`config.mk`:
```
export PLATFORM = sky130hd
export DESIGN_NAME = opnd_inreg
export DESIGN_NICKNAME = d
export VERILOG_FILES = /design/src/rtl/opnd_pipe_pkg.sv /design/src/rtl/opnd_src_mux.sv /design/src/rtl/opnd_stage_reg.sv /design/src/rtl/opnd_inreg.sv
export SDC_FILE = /design/constraint.sdc
export NUM_CORES = 1
export LEC_CHECK = 0
export BUFFER_PORTS_ARGS = -buffer_cell sky130_fd_sc_hd__buf_2
export CORE_MARGIN = 10
export CORE_UTILIZATION = 45
export CTS_BUF_LIST = sky130_fd_sc_hd__clkbuf_8 sky130_fd_sc_hd__clkbuf_16
export CTS_CLUSTER_DIAMETER = 100
export CTS_CLUSTER_SIZE = 24
export DETAILED_ROUTE_END_ITERATION = 10
export PLACE_DENSITY = 0.87
export SYNTH_ARGS = -nofsm -noshare
export SYNTH_HDL_FRONTEND = slang
export SYNTH_SLANG_ARGS = --single-unit
```
`constraint.sdc`:
```
create_clock -name clk -period 1.3 [get_ports clk]
set_input_delay 0.26 -clock clk [delete_from_list [all_inputs] [get_ports clk]]
set_output_delay 0.26 -clock clk [all_outputs]
set_load 0.02 [all_outputs]
```
`src/rtl/opnd_pipe_pkg.sv`:
```
package opnd_pipe_pkg;

    // Which input feeds the pipeline.
    typedef enum logic {
        SRC_DIRECT  = 1'b0,
        SRC_CASCADE = 1'b1
    } src_sel_e;

    // Deepest main pipeline supported.
    localparam int MAX_DEPTH = 2;

    // A configuration is legal when both depths are in range
    // and the cascade tap is no deeper than the main output.
    function automatic bit depth_ok(input int main_d, input int tap_d);
        return (main_d >= 0) && (main_d <= MAX_DEPTH) &&
               (tap_d >= 0) && (tap_d <= main_d);
    endfunction

endpackage

```
`src/rtl/opnd_src_mux.sv`:
```
module opnd_src_mux
    import opnd_pipe_pkg::*;
#(
    parameter int       WIDTH   = 25,
    parameter src_sel_e SRC_SEL = SRC_DIRECT
) (
    input  logic [WIDTH-1:0] din_direct,
    input  logic [WIDTH-1:0] din_casc,
    output logic [WIDTH-1:0] sel_out
);

    // The source is fixed at build time, so only one path is built.
    generate
        if (SRC_SEL == SRC_CASCADE) begin : g_casc
            assign sel_out = din_casc;
        end else begin : g_direct
            assign sel_out = din_direct;
        end
    endgenerate

endmodule

```
`src/rtl/opnd_stage_reg.sv`:
```
module opnd_stage_reg #(
    parameter int WIDTH = 25
) (
    input  logic             clk,
    input  logic             rst,
    input  logic             en,
    input  logic [WIDTH-1:0] d,
    output logic [WIDTH-1:0] q
);

    // Reset is checked first, so it wins over the enable.
    always_ff @(posedge clk) begin
        if (rst) begin
            q <= '0;
        end else if (en) begin
            q <= d;
        end
    end

    // Copy of reset from the previous edge, used by the reset check.
    logic rst_seen = 1'b0;
    always_ff @(posedge clk) rst_seen <= rst;

    p_reset_clears_r9: assert property (@(posedge clk)
        rst_seen |-> (q == '0));

    p_hold_when_off_r8: assert property (@(posedge clk) disable iff (rst)
        !en |=> $stable(q));

    p_load_when_on_r5: assert property (@(posedge clk) disable iff (rst)
        en |=> (q == $past(d)));

endmodule

```
`src/rtl/opnd_inreg.sv`:
```
module opnd_inreg
    import opnd_pipe_pkg::*;
#(
    parameter int       WIDTH      = 25,
    parameter int       MAIN_DEPTH = 2,
    parameter int       TAP_DEPTH  = 1,
    parameter src_sel_e SRC_SEL    = SRC_DIRECT
) (
    input  logic             clk,
    input  logic             rst,
    input  logic             en_s1,
    input  logic             en_s2,
    input  logic [WIDTH-1:0] din_direct,
    input  logic [WIDTH-1:0] din_casc,
    output logic [WIDTH-1:0] dout,
    output logic [WIDTH-1:0] casc_out
);

    // Stop elaboration on an illegal pair of depths.
    generate
        if (!depth_ok(MAIN_DEPTH, TAP_DEPTH)) begin : g_bad_depth
            $error("opnd_inreg: tap depth %0d vs main depth %0d is illegal",
                   TAP_DEPTH, MAIN_DEPTH);
        end
    endgenerate

    // Index 0 is the selected input; index k is the output of stage k.
    logic [WIDTH-1:0] tap_w [0:MAIN_DEPTH];

    opnd_src_mux #(
        .WIDTH   (WIDTH),
        .SRC_SEL (SRC_SEL)
    ) u_src (
        .din_direct (din_direct),
        .din_casc   (din_casc),
        .sel_out    (tap_w[0])
    );

    generate
        for (genvar k = 1; k <= MAIN_DEPTH; k++) begin : g_stage
            logic stage_en;
            assign stage_en = (k == 1) ? en_s1 : en_s2;

            opnd_stage_reg #(
                .WIDTH (WIDTH)
            ) u_reg (
                .clk (clk),
                .rst (rst),
                .en  (stage_en),
                .d   (tap_w[k-1]),
                .q   (tap_w[k])
            );
        end
    endgenerate

    assign dout     = tap_w[MAIN_DEPTH];
    assign casc_out = tap_w[TAP_DEPTH];

    // With two stages and a tap at stage 1, the main output follows the tap by one load.
    generate
        if (MAIN_DEPTH == 2 && TAP_DEPTH == 1) begin : g_chain_chk
            p_tap_leads_main_r6: assert property (@(posedge clk) disable iff (rst)
                en_s2 |=> (dout == $past(casc_out)));
        end
    endgenerate

endmodule

```
# [Yosys cells after proc, flatten, opt, wreduce, memory -nomap -nowiden]
# Index checks and enable logic that the tools add are counted.
[totals] regBits=50 in_bits=54 out_inout_bits=50 wordCells=2

# [Depth between registers and ports, before layout]
[depth] depth_word=0 mapped_depth=4 depth_no_buf=2

# [Modules after synthesis]
# Synthesis repeated with hierarchy kept, for this count alone.
[unflattened] hier_cells=187 hier_area_um2=2006.9
[modules_own_cells] mod="opnd_stage_reg" n_inst=2 cells_per_inst=81 area_each_um2=909.6 seq_area_each_um2=500.5
[modules_own_cells] mod="opnd_src_mux" n_inst=1 cells_per_inst=25 area_each_um2=187.7 seq_area_each_um2=0.0

# [Worst setup path after synthesis]
# OpenSTA, ideal clock, no wires.
[synth_path] path_type="in2reg" startpoint="in en_s2" endpoint="reg g_stage[2].u_reg.q[0]" setup_time_ps=128 arrival_time_ps=734 required_time_ps=1172 setup_slack_ps=438 stages=4 path_buffers=2 cell_sequence="buf_6 buf_12 mux2i_1 nor2_1"
[synth_rtl] item="start, declared" line_no="opnd_inreg.sv:12" text="input logic en_s2,"
[synth_rtl] item="end signal, assigned" line_no="opnd_stage_reg.sv:14" text="q <= '0;"
[synth_rtl] item="end signal, assigned" line_no="opnd_stage_reg.sv:16" text="q <= d;"
[synth_rtl] item="end, declared" line_no="opnd_stage_reg.sv:8" text="output logic [WIDTH-1:0] q"

# [Final worst setup path]
[layout_path] startpoint="reg g_stage[1].u_reg.q[11]" endpoint="out casc_out[11]"
[layout_rtl] item="start, declared" line_no="opnd_stage_reg.sv:8"
[layout_rtl] item="start signal, assigned" line_no="opnd_stage_reg.sv:14"
[layout_rtl] item="start signal, assigned" line_no="opnd_stage_reg.sv:16"
[layout_rtl] item="end, declared" line_no="opnd_inreg.sv:16" text="output logic [WIDTH-1:0] casc_out"
# No word-level cell between the ends.

==> impl_results.md <==
- Setup bufs post-CTS: 0
- Max incr delay on CP: about 0.36 ns
- Setup TNS Final: 0 ns
- Critical Path Source Type: register
- Post-Syn Instances: 162
- Worst Path Max Fanout: 3
- Pre-antenna DRT Iters: 4
- Remaining routing DRC violations: 0
- Fmax: 917 MHz
- Largest register FFs: 50
- Number of synthesized register bits: 50
- Fraction of registers with async set or reset after synthesis: 0
- Cell area after synthesis: 0.00182 mm^2
- Post-CTS Resized: 0
- Cell area power density: ~1300 mW/mm^2
- Root buf cell: clkbuf_8
- Final core utilization: 0.586
- Drt total wl: between 3000 and 4000 um
- GRT Resource Usage Total: 0.111
- Layout overhead on the synthesized area: 27.3%
- Antenna-violating nets left: 0
- Final period util: 0.839
- Cell family with most CP delay: flip-flops
- Initial antenna violation count: 0
- Leak Pwr: 1.25 nW
- Inserted Clock Buffers: 5
- Die W: ~84 um
- Die H: roughly 84 um
- Reg with most FFs: g_stage.u_reg.q
- Post-cts hold buffer count: 0
- Worst-margin pin slew: between 0.2 and 0.25 ns
- Ports: between 100 and 150
- Final hold slack: ~0.20 ns
- Synth cell count leaders: 50 x dfxtp_1, 50 x mux2i_1, 50 x nor2_1, 4 x buf_12, 4 x clkbuf_1
- RSZ-0062 raised after global routing: false
- Initial core utilization: 0.461
- Hold WC Path Type: in2reg
- H-tree depth: 2
- Slowest CP cell: dfxtp_1
- Power, Total: between 3 and 4 mW
- Count of buffer and inverter cells on the critical path: 1
- Placer Congestion: between 0.6 and 0.7
- Final setup fails: 0
- Fill cells: 357
- Cell Chain, Critical Path: buf_2
- Maximum vdd drop: roughly 0.74 mV
- Largest regs: g_stage.u_reg.q: 50 flops
- GRT overflow: 0
- Vias in the first global route: about 1300
- Status: completed
- Placeable Area: a little under 0.004 mm^2
- Worst Path Arrival: 0.83 ns
- Max-slew violation count: 0
- # clock sinks: 50
- Final critical-path required period: between 1 and 1.5 ns
- Die area: between 0.006 and 0.007 mm^2
- Antenna diode count: 0
- Net count, final: 292
- Worst Path Class, Setup: reg2out
- Max cap viols: 0
- CP Capture Type: primary output
- Synth area leaders: dfxtp_1 55%, mux2i_1 28%, nor2_1 10%
- Ys flop type: dfxtp_1
- Final Hold Vio Count: 0
- Clock Skews: between 0.001 and 0.0015 ns
- Worst rel slew slack: 0.864
- Vias: 1347
- Area leader, netlist: dfxtp_1
- Clock Tree Buf Depth: 2
- Placed wire-length estimate: around 3000 um
- R2r setup slk: roughly 0.66 ns
- Netlist cell types: 7
- Crit path required time: between 1 and 1.5 ns
- Syn_area_per_cell: around 11 um^2
- EDFF count, synth: 0
- Row Count: 23
- DR vias/cell: between 4 and 5
- Synth warn: 0
- First-pass GRT wire length: 6470 um
- Post-synth net total: ~220
- Drt wl/cell: approximately 14 um
- DR iter-0 viols: 32
- Yosys top cell area share: 0.551
- Layout cell share with drive strength beyond 1: 0.372
- Number of port buffers: 78
- Clock-pin slew on the worst setup and hold paths: roughly 0.080 ns
- CTS tree: yes
- Post-synthesis sequential area ratio: 0.551
- Largest net degree at the start of global routing: a little over 50
- Clk Latency, worst-skew pair: 0.29 ns
[cell usage in the layout (no fill, tap or decap), drive strengths merged]
cell     n
nor2    50
clkbuf   8
mux2i   50
dfxtp   50
buf     81
[routing by layer]
layer,wire [um],up-vias,share of wire,global-route usage
met5,0,-,0,0
met4,31,0,0.0078,0.0320
met3,368,4,0.092,0.0586
met2,1940,49,0.49,0.188
met1,1650,613,0.41,0.117
li1,-,681,-,-
[final timing paths]
kind                                                     startpoint                                  end  cells past startpoint
worst max-delay path            g_stage[1].u_reg.q[11]$_SDFFE_PP0P_                         casc_out[11]                      1
worst min register to register   g_stage[2].u_reg.q[2]$_SDFFE_PP0P_   g_stage[2].u_reg.q[2]$_SDFFE_PP0P_                      2
worst min-delay path                                 din_direct[14]  g_stage[1].u_reg.q[14]$_SDFFE_PP0P_                      3
worst max register to register  g_stage[1].u_reg.q[16]$_SDFFE_PP0P_  g_stage[1].u_reg.q[16]$_SDFFE_PP0P_                      2
[power breakdown]
part / switching, mW / total [mW] / internal [mW] / leakage, nW
sequential: 0.0418 / 1.65 / 1.60 / 0.410
combinational: 0.236 / 0.410 / 0.174 / 0.778
clock: 0.458 / 0.995 / 0.537 / 0.0575
[cell families after synthesis]
| family | share of synthesized area |
|---|---|
| DFF | 0.551 |
| muxes | 0.275 |
| buffers and inverters | 0.0702 |
| and+or+nand+nor | 0.103 |
[metrics by stage]
stage          setup WS [ns]  cells  cell area [um^2]
2_1_floorplan          0.438    162              1820
6_report               0.209    289              2310
3_3_place_gp           0.333    281              2200
3_5_place_dp           0.298    281              2200
4_1_cts                0.185    289              2310
5_1_grt                0.154    289              2310
[worst register-to-register path: cells and delay by family (launching register included)]
family           cells  cell delay (ns)
multiplexers         1             0.16
flip-flops           1             0.33
AND/OR/NAND/NOR      1             0.05
[area by class of cell]
class,count,area [um^2],area share
well taps,50,62.6,0.0271
multi-input cells,100,688,0.298
repair buffers,81,450,0.195
clock buffers,8,110,0.0476
flip-flops and latches,50,1000,0.433
(Power assumes the default switching activity.)
